**config.mk**
```make
export PLATFORM = sky130hd
export DESIGN_NAME = keyed_watchdog
export DESIGN_NICKNAME = d
export VERILOG_FILES = /design/src/rtl/wdg_pkg.sv /design/src/rtl/wdg_regs.sv /design/src/rtl/wdg_key_tracker.sv /design/src/rtl/wdg_counter.sv /design/src/rtl/keyed_watchdog.sv
export SDC_FILE = /design/constraint.sdc
export NUM_CORES = 1
export LEC_CHECK = 0
export BUFFER_PORTS_ARGS = -buffer_cell sky130_fd_sc_hd__buf_2
export CORE_ASPECT_RATIO = 1.75
export CORE_MARGIN = 2
export CORE_UTILIZATION = 40
export DETAILED_ROUTE_END_ITERATION = 7
export PLACE_DENSITY_LB_ADDON = 0.08
export SLEW_MARGIN = 20
export SYNTH_ARGS = -nofsm -noshare
export SYNTH_HDL_FRONTEND = slang
export SYNTH_SLANG_ARGS = --single-unit
```
**constraint.sdc**
```tcl
create_clock -name clk -period 4 [get_ports clk]
set_clock_uncertainty 0.05 [all_clocks]
set_input_delay 1.2 -clock clk [delete_from_list [all_inputs] [get_ports clk]]
set_output_delay 1.2 -clock clk [all_outputs]
set_load 0.005 [all_outputs]
```
**src/rtl/wdg_pkg.sv**
```systemverilog
package wdg_pkg;

    localparam int unsigned REG_W = 32;
    localparam int unsigned OFS_W = 5;

    localparam logic [OFS_W-1:0] OFS_CTRL = 5'h00;
    localparam logic [OFS_W-1:0] OFS_TOUT = 5'h08;
    localparam logic [OFS_W-1:0] OFS_SVC  = 5'h10;
    localparam logic [OFS_W-1:0] OFS_CNT  = 5'h14;

    localparam int unsigned CB_RUN     = 0;
    localparam int unsigned CB_FRZ     = 1;
    localparam int unsigned CB_STP     = 2;
    localparam int unsigned CB_MODE_LO = 9;
    localparam int unsigned CB_MODE_HI = 10;

    typedef struct packed {
        logic [1:0] mode;
        logic       stop_en;
        logic       frz_en;
        logic       run;
    } ctrl_t;

    typedef struct packed {
        logic ctrl;
        logic tout;
        logic svc;
    } wr_sel_t;

    typedef enum logic {
        KEY_IDLE  = 1'b0,
        KEY_ARMED = 1'b1
    } key_state_e;

    function automatic ctrl_t ctrl_unpack(input logic [REG_W-1:0] w);
        ctrl_t c;
        c.mode    = w[CB_MODE_HI:CB_MODE_LO];
        c.stop_en = w[CB_STP];
        c.frz_en  = w[CB_FRZ];
        c.run     = w[CB_RUN];
        return c;
    endfunction

    function automatic logic [REG_W-1:0] ctrl_pack(input ctrl_t c);
        logic [REG_W-1:0] w;
        w = '0;
        w[CB_MODE_HI:CB_MODE_LO] = c.mode;
        w[CB_STP] = c.stop_en;
        w[CB_FRZ] = c.frz_en;
        w[CB_RUN] = c.run;
        return w;
    endfunction

    function automatic logic [REG_W-1:0] floor_load(input logic [REG_W-1:0] v,
                                                    input logic [REG_W-1:0] minv);
        return (v < minv) ? minv : v;
    endfunction

endpackage

```
**src/rtl/wdg_regs.sv**
```systemverilog
module wdg_regs
    import wdg_pkg::*;
#(
    parameter logic [REG_W-1:0] TOUT_RESET = '1,
    parameter logic [REG_W-1:0] MIN_LOAD   = 32'h100
) (
    input  logic             clk,
    input  logic             rst,
    input  logic             bus_wr,
    input  logic [OFS_W-1:0] bus_addr,
    input  logic [REG_W-1:0] bus_wdata,
    output ctrl_t            ctrl,
    output logic [REG_W-1:0] tout_raw,
    output logic [REG_W-1:0] load_value,
    output wr_sel_t          sel,
    output logic             run_rise
);

    ctrl_t            ctrl_q;
    logic [REG_W-1:0] tout_q;
    ctrl_t            ctrl_new;

    always_comb begin
        sel.ctrl = bus_wr && (bus_addr == OFS_CTRL);
        sel.tout = bus_wr && (bus_addr == OFS_TOUT);
        sel.svc  = bus_wr && (bus_addr == OFS_SVC);
        ctrl_new = ctrl_unpack(bus_wdata);
        run_rise = sel.ctrl && ctrl_new.run && !ctrl_q.run;
    end

    always_ff @(posedge clk) begin
        if (rst) begin
            ctrl_q <= '0;
            tout_q <= TOUT_RESET;
        end else begin
            if (sel.ctrl) ctrl_q <= ctrl_new;
            if (sel.tout) tout_q <= bus_wdata;
        end
    end

    assign ctrl       = ctrl_q;
    assign tout_raw   = tout_q;
    assign load_value = floor_load(tout_q, MIN_LOAD);

    // a timeout write never changes the run bit
    a_r8_tout_keeps_run: assert property (@(posedge clk) disable iff (rst)
        (sel.tout && !sel.ctrl) |=> $stable(ctrl_q.run));

endmodule

```
**src/rtl/wdg_key_tracker.sv**
```systemverilog
module wdg_key_tracker
    import wdg_pkg::*;
#(
    parameter logic [REG_W-1:0] KEY_A = 32'h0000A602,
    parameter logic [REG_W-1:0] KEY_B = 32'h0000B480
) (
    input  logic             clk,
    input  logic             rst,
    input  logic             svc_wr,
    input  logic [REG_W-1:0] svc_data,
    output logic             reload,
    output key_state_e       state
);

    key_state_e state_q, state_d;

    always_comb begin
        state_d = state_q;
        reload  = 1'b0;
        if (svc_wr) begin
            if (svc_data == KEY_A) begin
                state_d = KEY_ARMED;
            end else if (state_q == KEY_ARMED && svc_data == KEY_B) begin
                reload  = 1'b1;
                state_d = KEY_IDLE;
            end else begin
                state_d = KEY_IDLE;
            end
        end
    end

    always_ff @(posedge clk) begin
        if (rst) state_q <= KEY_IDLE;
        else     state_q <= state_d;
    end

    assign state = state_q;

    // a completed pair leaves the tracker idle
    a_r7_reload_disarms: assert property (@(posedge clk) disable iff (rst)
        reload |=> (state_q == KEY_IDLE));

    // a non-service cycle keeps the tracker state
    a_r7_idle_bus_holds: assert property (@(posedge clk) disable iff (rst)
        !svc_wr |=> $stable(state_q));

endmodule

```
**src/rtl/wdg_counter.sv**
```systemverilog
module wdg_counter
    import wdg_pkg::*;
#(
    parameter logic [REG_W-1:0] CNT_RESET = '1,
    parameter logic [REG_W-1:0] MIN_LOAD  = 32'h100
) (
    input  logic             clk,
    input  logic             rst,
    input  logic             load,
    input  logic [REG_W-1:0] load_value,
    input  logic             run,
    input  logic             tick,
    input  logic             halt,
    output logic [REG_W-1:0] cnt,
    output logic             expired
);

    logic [REG_W-1:0] cnt_q;
    logic             exp_q;
    logic             step;

    assign step = run && tick && !halt && !load && (cnt_q != '0);

    always_ff @(posedge clk) begin
        if (rst) begin
            cnt_q <= CNT_RESET;
            exp_q <= 1'b0;
        end else begin
            if (load)      cnt_q <= load_value;
            else if (step) cnt_q <= cnt_q - REG_W'(1);
            if (step && cnt_q == REG_W'(1)) exp_q <= 1'b1;
        end
    end

    assign cnt     = cnt_q;
    assign expired = exp_q;

    // without a load the count moves by at most one per cycle, downward
    a_r5_step_one: assert property (@(posedge clk) disable iff (rst)
        !load |=> (cnt_q == $past(cnt_q) || cnt_q == $past(cnt_q) - REG_W'(1)));

    // a load never sets a count below the floor
    a_r3_load_floor: assert property (@(posedge clk) disable iff (rst)
        load |=> (cnt_q >= MIN_LOAD));

    // halted or stopped counter holds its value
    a_r9_halt_holds: assert property (@(posedge clk) disable iff (rst)
        ((halt || !run) && !load) |=> $stable(cnt_q));

    // expiry is sticky
    a_r10_sticky: assert property (@(posedge clk) disable iff (rst)
        exp_q |=> exp_q);

    // expiry appears together with a zero count
    a_r10_zero_at_rise: assert property (@(posedge clk) disable iff (rst)
        $rose(exp_q) |-> (cnt_q == '0));

endmodule

```
**src/rtl/keyed_watchdog.sv**
```systemverilog
module keyed_watchdog
    import wdg_pkg::*;
#(
    parameter logic [REG_W-1:0] TOUT_RESET = 32'hFFFF_FFFF,
    parameter logic [REG_W-1:0] MIN_LOAD   = 32'h0000_0100,
    parameter logic [REG_W-1:0] KEY_A      = 32'h0000_A602,
    parameter logic [REG_W-1:0] KEY_B      = 32'h0000_B480
) (
    input  logic             clk,
    input  logic             rst,
    input  logic             bus_wr,
    input  logic [OFS_W-1:0] bus_addr,
    input  logic [REG_W-1:0] bus_wdata,
    output logic [REG_W-1:0] bus_rdata,
    input  logic             cnt_tick,
    input  logic             dbg_halt_i,
    input  logic             lp_stop_i,
    output logic             expired_o
);

    localparam logic [REG_W-1:0] CNT_RESET = (TOUT_RESET < MIN_LOAD) ? MIN_LOAD : TOUT_RESET;

    ctrl_t            ctrl;
    logic [REG_W-1:0] tout_raw;
    logic [REG_W-1:0] load_value;
    wr_sel_t          sel;
    logic             run_rise;
    logic             key_reload;
    key_state_e       key_state;
    logic             halt;
    logic             load;
    logic [REG_W-1:0] cnt;

    wdg_regs #(
        .TOUT_RESET (TOUT_RESET),
        .MIN_LOAD   (MIN_LOAD)
    ) u_regs (
        .clk        (clk),
        .rst        (rst),
        .bus_wr     (bus_wr),
        .bus_addr   (bus_addr),
        .bus_wdata  (bus_wdata),
        .ctrl       (ctrl),
        .tout_raw   (tout_raw),
        .load_value (load_value),
        .sel        (sel),
        .run_rise   (run_rise)
    );

    wdg_key_tracker #(
        .KEY_A (KEY_A),
        .KEY_B (KEY_B)
    ) u_keys (
        .clk      (clk),
        .rst      (rst),
        .svc_wr   (sel.svc),
        .svc_data (bus_wdata),
        .reload   (key_reload),
        .state    (key_state)
    );

    assign halt = (ctrl.frz_en && dbg_halt_i) || (ctrl.stop_en && lp_stop_i);
    assign load = run_rise || key_reload;

    wdg_counter #(
        .CNT_RESET (CNT_RESET),
        .MIN_LOAD  (MIN_LOAD)
    ) u_cnt (
        .clk        (clk),
        .rst        (rst),
        .load       (load),
        .load_value (load_value),
        .run        (ctrl.run),
        .tick       (cnt_tick),
        .halt       (halt),
        .cnt        (cnt),
        .expired    (expired_o)
    );

    always_comb begin
        unique case (bus_addr)
            OFS_CTRL: bus_rdata = ctrl_pack(ctrl);
            OFS_TOUT: bus_rdata = tout_raw;
            OFS_CNT:  bus_rdata = ctrl.run ? '0 : cnt;
            default:  bus_rdata = '0;
        endcase
    end

    // a key reload never changes the run bit by itself
    a_r6_keys_leave_run: assert property (@(posedge clk) disable iff (rst)
        (key_reload && !sel.ctrl) |=> $stable(ctrl.run));

    // second key while idle gives no load
    a_r7_no_lone_key: assert property (@(posedge clk) disable iff (rst)
        (sel.svc && key_state == KEY_IDLE && !sel.ctrl) |-> !load);

endmodule

```
==> results.md, run 1 <==
- The post-detailed-routing wire length is 12,300 um.
- The origin of the critical flop-to-flop path is u_cnt.cnt[16].
- Leaving out fill and tap cells, the most frequent cell in the layout is nand2_1.
- At the end of routability-driven placement, the weighted congestion stood at 0.851.
- The number of standard-cell rows in the floorplan is 46.
- For the pin with the worst max-slew slack, the measured transition is 1.08 ns.
- After clock tree synthesis, the clock-pin slew on the worst setup and hold paths is 0.06 ns.
- The buffer and inverter count on the worst path is 3.
- The post-CTS setup buffer count is 0.
- The category of the most critical setup path is in2out.
- The routed via count is 3,780.
- The critical hold path startpoint is u_keys.state.
- Detailed placement finished with a half-perimeter wire length of 9200 um.
- The class of the tightest hold or removal check is reg2reg.
- The total clock buffers created by CTS is 9.
- The detailed router finished its first iteration with 177 violations.
- The count of cells along the worst hold path is 2.
- The count of pins on the block boundary is 76.
- The total overflow reported by the global router is 0.
- The buffer depth of the longest clock path is 2.
- TritonCTS built the clock tree.
- The final-layout fill cell count is roughly 970.
- During placement, the flow inserted port buffers numbering 75.
- The initial antenna violation count is 0.
- The tree is rooted in a clkbuf_16.
- The number of sinks handled by clock tree synthesis is 71.
- The repair_antennas step left the layout with diodes totalling 0.
- The relative slew slack is 27.7%.
- The number of gates resized after CTS is 0.
- The family with the most delay on the worst path is simple AND/OR/NAND/NOR gates.
- The worst-skew pair later-pin latency is between 0.3 and 0.4 ns.
- Dividing the detail-routed via count by the number of cells gives 5.80.
- Each instance of the synthesized netlist takes up on average 8.17 um2.
- Entering global routing, the biggest net connects 34 pins.
- The core footprint is a little over 9000 um2.
- The category of the worst setup path capture point is an output pin.
- The logic depth of the worst register-to-register path is 7.
- The number of synthesized register bits is 71.
- Static timing analysis puts the maximum clock frequency at 262 MHz.
- The highest-delay cell along the critical path is or4_1.
- Once the floorplan was initialized, standard cells occupied about 41% of the core.
- The share of the yosys chip area belonging to registers is between 30% and 40%.
- The smallest clock period supported by the final layout is computed as 3.81 ns.
- The die outline area is between 10,000 and 15,000 um2.
- The critical path runs through a total of 6 cells.
- The count of final hold-check violations was 0.
- The remaining antenna violation count is 0.
- The final critical path takes up 95.2% of the cycle.
- The die is 77.4 um wide.
- The proportion of register bits with asynchronous set or reset after synthesis is 0%.
- The first global-routing pass estimated 19,800 um of wire.
- For this design, the CTS-stage hold fixing added 0 buffers.
- The final layout contains 573 nets.
- After detailed routing, the number of remaining DRC violations is 0.
- The finished layout holds 652 standard cells, fillers aside.
- The most numerous cell type found on the critical path is buf_2.
- The number of nets in the synthesized netlist is 507.
- Synthesis produced a netlist whose cell count is 461.
- The run finished with clean final reports.
- The signal on the critical path passes through buf_2, or4_1, nor2_2, buf_12, a22o_1, buf_2.
- The data arrival time of the critical path is 2.56 ns.
- The number of placed instances, taps included, is 636.
- Global routing consumed, over all layers together, 24.8% of the routing resources.
- The count of endpoints failing setup in the final report is 0.
- After detailed routing, the average wire length per cell comes to 18.8 um.
- STA puts the critical path data required time at about 2.8 ns.
- The pre-antenna-repair detailed-routing pass consisted of 4 iterations.
- The final number of max-transition violations is 0.
- The Yosys warning count is 0.
- The die is 132 um tall.
- The sort of element at the start of the critical path is an input port.
- The main flop type after synthesis is dfxtp_1.
- The number of different library cells in the post-synthesis netlist is between 40 and 50.
- Counting flops with a built-in enable in the synthesized netlist gives 0.
- The via count of the first global-routing pass is around 3,800.
- In this run the power density over the cells is 359 nW/um2.
- The worst vdd rail ir drop is 0.265 mV.
- The tool flagged a number of max-cap violations equal to 0.
- Setup repair after global routing left no endpoint under its margin.
- The maximum level of the CTS H-tree is 3.
- In the layout the commonest cells are 84 x nand2_1, 75 x buf_2, 71 x dfxtp_1.
- The leakage power of the design is 1.86 nW.
- The critical path launch point is bus_addr[4].
- The total negative slack is 0 ns.
- The area of the mapped netlist is 3770 um2.
- The signed area change from the synthesized netlist to the final layout is 21.7%.
- The post-route netlist has between 20% and 30% of its cells at a drive strength greater than 1.
- For this run, the slowest stage of the critical path takes approximately 0.56 ns.
- Final hold analysis gives a worst-case slack of roughly 0.41 ns.
- The largest fanout on the critical path is 29.
-- cell usage after synthesis, types with 5 or more instances --
master	number	area [um2]
nand2_1	84	315
dfxtp_1	71	1420
nand3_1	41	205
a22o_1	28	245
clkbuf_1	26	97.6
nor2_1	22	82.6
nor4_1	18	113
nor3_1	14	70.1
o21ai_0	14	70.1
a2bb2oi_1	13	114
mux2i_1	11	110
xnor2_1	10	87.6
o21a_1	9	67.6
a221o_1	8	80.1
or3_1	7	43.8
a21oi_1	6	30.0
nand4_1	6	37.5
or4_1	6	45.0
nor4b_1	5	43.8
o31ai_1	5	37.5
-- cells by family after synthesis --
group           count (synthesis)  share of synthesized area (%)
flops                          71                           37.7
xor+xnor                       14                           3.25
mux                            11                           2.92
buf+inv                        35                           3.92
simple gates                  224                           29.8
fa+ha+maj                       3                          0.996
compound gates                103                           21.4
-- power breakdown --
part	switching [mW]	total (mW)	internal, mW
combinational	0.0529	0.0968	0.0439
clock	0.341	0.832	0.491
sequential	0.00769	0.720	0.712
total	0.402	1.65	1.25
-- metrics by stage --
stage / setup WS, ns / util, % / total power, mW / cell area [um2]
finish: 0.190 / 50.4 / 1.65 / 4590
global route: 0.156 / 50.4 / 1.71 / 4590
CTS: 0.204 / 50.4 / 1.66 / 4590
detailed placement: 0.206 / 47.1 / 0.834 / 4280
global placement: 0.217 / 47.1 / 0.832 / 4280
floorplan: 0.0666 / - / 0.776 / 3770
-- worst register-to-register path, cell delays in order, from the launching register on --
cell	delay (ns)
dfxtp_1	0.36
or4_1	0.59
or4_1	0.61
nor3_1	0.45
buf_4	0.27
a21oi_1	0.17
xor2_1	0.19
a221o_1	0.30
-- routing by layer --
| metal | wire length (um) | vias to the layer above | track usage, % |
|---|---|---|---|
| met3 | 443 | 27 | 4.25 |
| met4 | 603 | 0 | 13.3 |
| met5 | 0 | - | 0 |
| met1 | 4690 | 1789 | 27.4 |
| met2 | 6530 | 98 | 44.4 |
| li1 | - | 1866 | - |
-- worst paths after layout --
kind / end / slack (ns)
worst min register to register: u_keys.state / 0.41
worst min-delay path: u_keys.state / 0.41
worst max-delay path: bus_rdata[6] / 0.19
worst max register to register: u_cnt.cnt[4] / 0.90
-- registers in the layout, indices dropped and copies added, names as in the netlist --
register / flops
u_regs.ctrl: 5
u_keys.state: 1
u_cnt.cnt: 32
u_cnt.expired: 1
u_regs.tout_raw: 32
-- layout make-up --
type	instances	area (um2)	share of cell area [%]
clock buffer	9	225	4.91
clock inverter	7	80.1	1.75
inverter	4	15.0	0.327
multi-input combinational	355	2210	48.2
sequential	71	1420	31.0
tap	120	150	3.27
timing repair buffer	86	483	10.5
(Power assumes the default switching activity.)
==> inputs of run 2 (changes only) <==
--- a/config.mk
+++ b/config.mk
@@ -6,11 +6,14 @@
 export NUM_CORES = 1
 export LEC_CHECK = 0
 export BUFFER_PORTS_ARGS = -buffer_cell sky130_fd_sc_hd__buf_2
+export CELL_PAD_IN_SITES_DETAIL_PLACEMENT = 0
+export CELL_PAD_IN_SITES_GLOBAL_PLACEMENT = 1
 export CORE_ASPECT_RATIO = 1.75
 export CORE_MARGIN = 2
 export CORE_UTILIZATION = 40
 export DETAILED_ROUTE_END_ITERATION = 7
 export PLACE_DENSITY_LB_ADDON = 0.08
+export SETUP_SLACK_MARGIN = 0.2
 export SLEW_MARGIN = 20
 export SYNTH_ARGS = -nofsm -noshare
 export SYNTH_HDL_FRONTEND = slang
==> results.md, run 2 (synthesized netlist as in run 1, its figures left out) <==
- The run finished with clean final reports.
- The number of sinks handled by clock tree synthesis is 71 (unchanged).
- The data arrival time of the critical path was 2.55 ns (about the same).
- The remaining antenna violation count was 0 (unchanged).
- In this run the worst setup path begins at bus_addr[4].
- The buffer depth of the longest clock path was 2 (unchanged).
- The share of cells above drive strength 1 is 22.2% (+0.92 points).
- The total clock buffers created by CTS is 9 (unchanged).
- The shortest clock period the worst path allows after layout came to 3.80 ns (-0.0107 ns).
- The count of endpoints failing setup in the final report is 0 (unchanged).
- The final cycle utilization of the critical path was 95.0% (-0.27 points).
- The slew at the pin closest to its max-slew limit is 0.974 ns (-0.109 ns).
- The total overflow reported by the global router is 0 (unchanged).
- The power per cell area is 362 nW/um2 (+0.64%).
- The category of the most critical setup path is in2out.
- The worst setup path is launched from an input port.
- The total negative slack came to 0 ns (unchanged).
- The path class of the tightest hold or removal check is reg2reg.
- The core footprint came to 9090 um2 (unchanged).
- The met2 routing resource usage after global routing is 46.3% (+1.9 points).
- The count of input and output buffers was 75 (unchanged).
- The chip width is 77.4 um (unchanged).
- The CTS clock-pin slew for the worst setup and hold paths came to 0.06 ns (about the same).
- The DRC violation count after routing is 0 (unchanged).
- The die outline area is 10,200 um2 (unchanged).
- The largest fanout on the critical path is 15 (-48%).
- The origin of the critical flop-to-flop path is u_cnt.cnt[16].
- The max-cap violation count is 0 (unchanged).
- Setup repair after global routing could not meet its margin everywhere.
- The final-layout fill cell count was 933 (-3.3%).
- The CTS tree is yes.
- The routed wirelength normalized by instance count is 19.4 um (+3.1%).
- The worst-skew pair later-pin latency is 0.33 ns (about the same).
- The maximum level of the CTS H-tree came to 3 (unchanged).
- The initial antenna violation count is 0 (unchanged).
- The starting DRC count in detailed routing was 205 (+16%).
- The vertical die dimension is 132 um (unchanged).
- The leakage power of the design is 1.91 nW (+2.7%).
- STA classifies the critical path endpoint as an output pin.
- The minimum setup slack after placement is 0.206 ns (+0.0000100 ns).
- The met3 layer usage reported by global route was 3.70% (-0.55 points).
- The endpoint identified for the worst register-to-register timing path is u_cnt.cnt[7].
- The pin count of the biggest net entering global routing is 34 (unchanged).
- The final number of max-transition violations was 0 (unchanged).
- The placer's final routability congestion estimate is 0.848 (-0.43%).
- The count of final hold-check violations is 0 (unchanged).
- Following the worst setup path forward leads to its endpoint at bus_rdata[29].
- The number of standard-cell rows in the floorplan is 46 (unchanged).
- The library cell used as clock root buffer is clkbuf_16.
- The worst setup margin came to 0.201 ns (+0.0107 ns).
- The post-detailed-routing wire length is 12,800 um (+3.9%).
- Leaving out fill and tap cells, the most frequent cell in the layout is nand2_1.
- The relative slew slack is 34.7% (+7.0 points).
- The detailed-router iteration count before antenna repair is 7 (+3).
- The initial standard-cell utilization of the core is 41.4% (unchanged).
- The setup slack of the most critical reg-to-reg path is 1.03 ns (+0.13 ns).
- The data required time of the worst path is 2.75 ns (about the same).
- The via count of the first global-routing pass came to 3,723 (-1.9%).
- Leaving out fill and tap cells, the most frequent cells in the layout are 84 x nand2_1, 73 x buf_2, 71 x dfxtp_1.
- The vias per cell is 5.91 (+1.9%).
- The maximum operating frequency is 263 MHz (+0.28%).
- The wire length of the first global-routing pass is 19,400 um (-1.7%).
- The area of the multi-input gates is 2220 um2 (+0.40%).
- The net count reported at finish is 578 (+0.87%).
- The worst vdd rail ir drop came to 0.212 mV (-20%).
- The count of pins on the block boundary is 76 (unchanged).
- The signed area change from the synthesized netlist to the final layout is 24.7%.
- The final HPWL from detailed placement is 9470 um (+3.0%).
- The global-route usage over all layers is 24.4% (-0.42 points).
- The number of antenna repair diodes was 0 (unchanged).
- The register area is 1420 um2 (unchanged).
- The count of placed standard cells in the final layout, fillers left out was 657 (+0.77%).
- The met1 usage in global routing came to 26.1% (-1.3 points).
- The global routing's busiest layer is met2.
- The routed via count is 3,880 (+2.6%).
- The logic depth of the worst register-to-register path came to 7 (unchanged).
- The number of placed instances with taps included is 639 (+0.47%).
- The total power is 1.70 mW (+3.1%).
-- run 2: changes by cell type in the layout (fill, tap and decap cells not counted), sizes merged --
cell | previous run | this run
buf | 86 | 90
bufinv | 1 | 2
clkbuf | 9 | 12
clkinv | 1 | 2
inv | 7 | 3
-- run 2: per-layer routing --
metal,wire length [um],share of wire [%],vias up
met5,0,0,-
met4,363,2.8,0
met3,532,4.2,22
met2,7080,56,129
met1,4780,37,1856
li1,-,-,1873
-- run 2: layout make-up --
cell class	instances	area share (%)
Clock buffer	11	5.38
Clock inverter	5	1.70
Inverter	4	0.320
Multi-Input combinational cell	355	47.3
Sequential cell	71	30.3
Tap cell	120	3.20
Timing Repair Buffer	91	11.9
-- run 2: repair_timing --
item | 4_1_cts | 5_1_grt
gates resized for setup | 0 | 7
setup endpoints to repair | 0 | 27
setup buffers | 0 | 0
hold buffers | 0 | 0
-- run 2: worst max-delay path: stages --
cell and delay (ns):
buf_8 0.10, or4_4 0.55, nor2_4 0.23, buf_12 0.19
a22o_1 0.16, buf_2 0.11
-- run 2: worst min-delay path by stage --
| stage | end | from | cells past startpoint |
|---|---|---|---|
| floorplan | u_keys.state | u_keys.state | 2 |
| global placement | u_keys.state | u_keys.state | 2 |
| detailed placement | u_keys.state | u_keys.state | 2 |
| CTS | u_keys.state | u_keys.state | 2 |
| global route | u_keys.state | u_keys.state | 2 |
| finish | u_keys.state | u_keys.state | 2 |
-- run 2: stage by stage --
step                      instance area, um2  utilization, %  hold WS, ns
after floorplan                         3770               -        0.382
after detailed placement                4300            47.3        0.404
after CTS                               4640            51.0        0.411
after global routing                    4700            51.7        0.437
after global placement                  4300            47.3        0.390
final                                   4700            51.7        0.418
-- run 2: power by group --
part,internal (mW),total (mW),leakage (nW),switching [mW]
Clock,0.578,0.878,0.158,0.299
Combinational,0.0464,0.102,1.17,0.0552
Sequential,0.713,0.720,0.575,0.00713
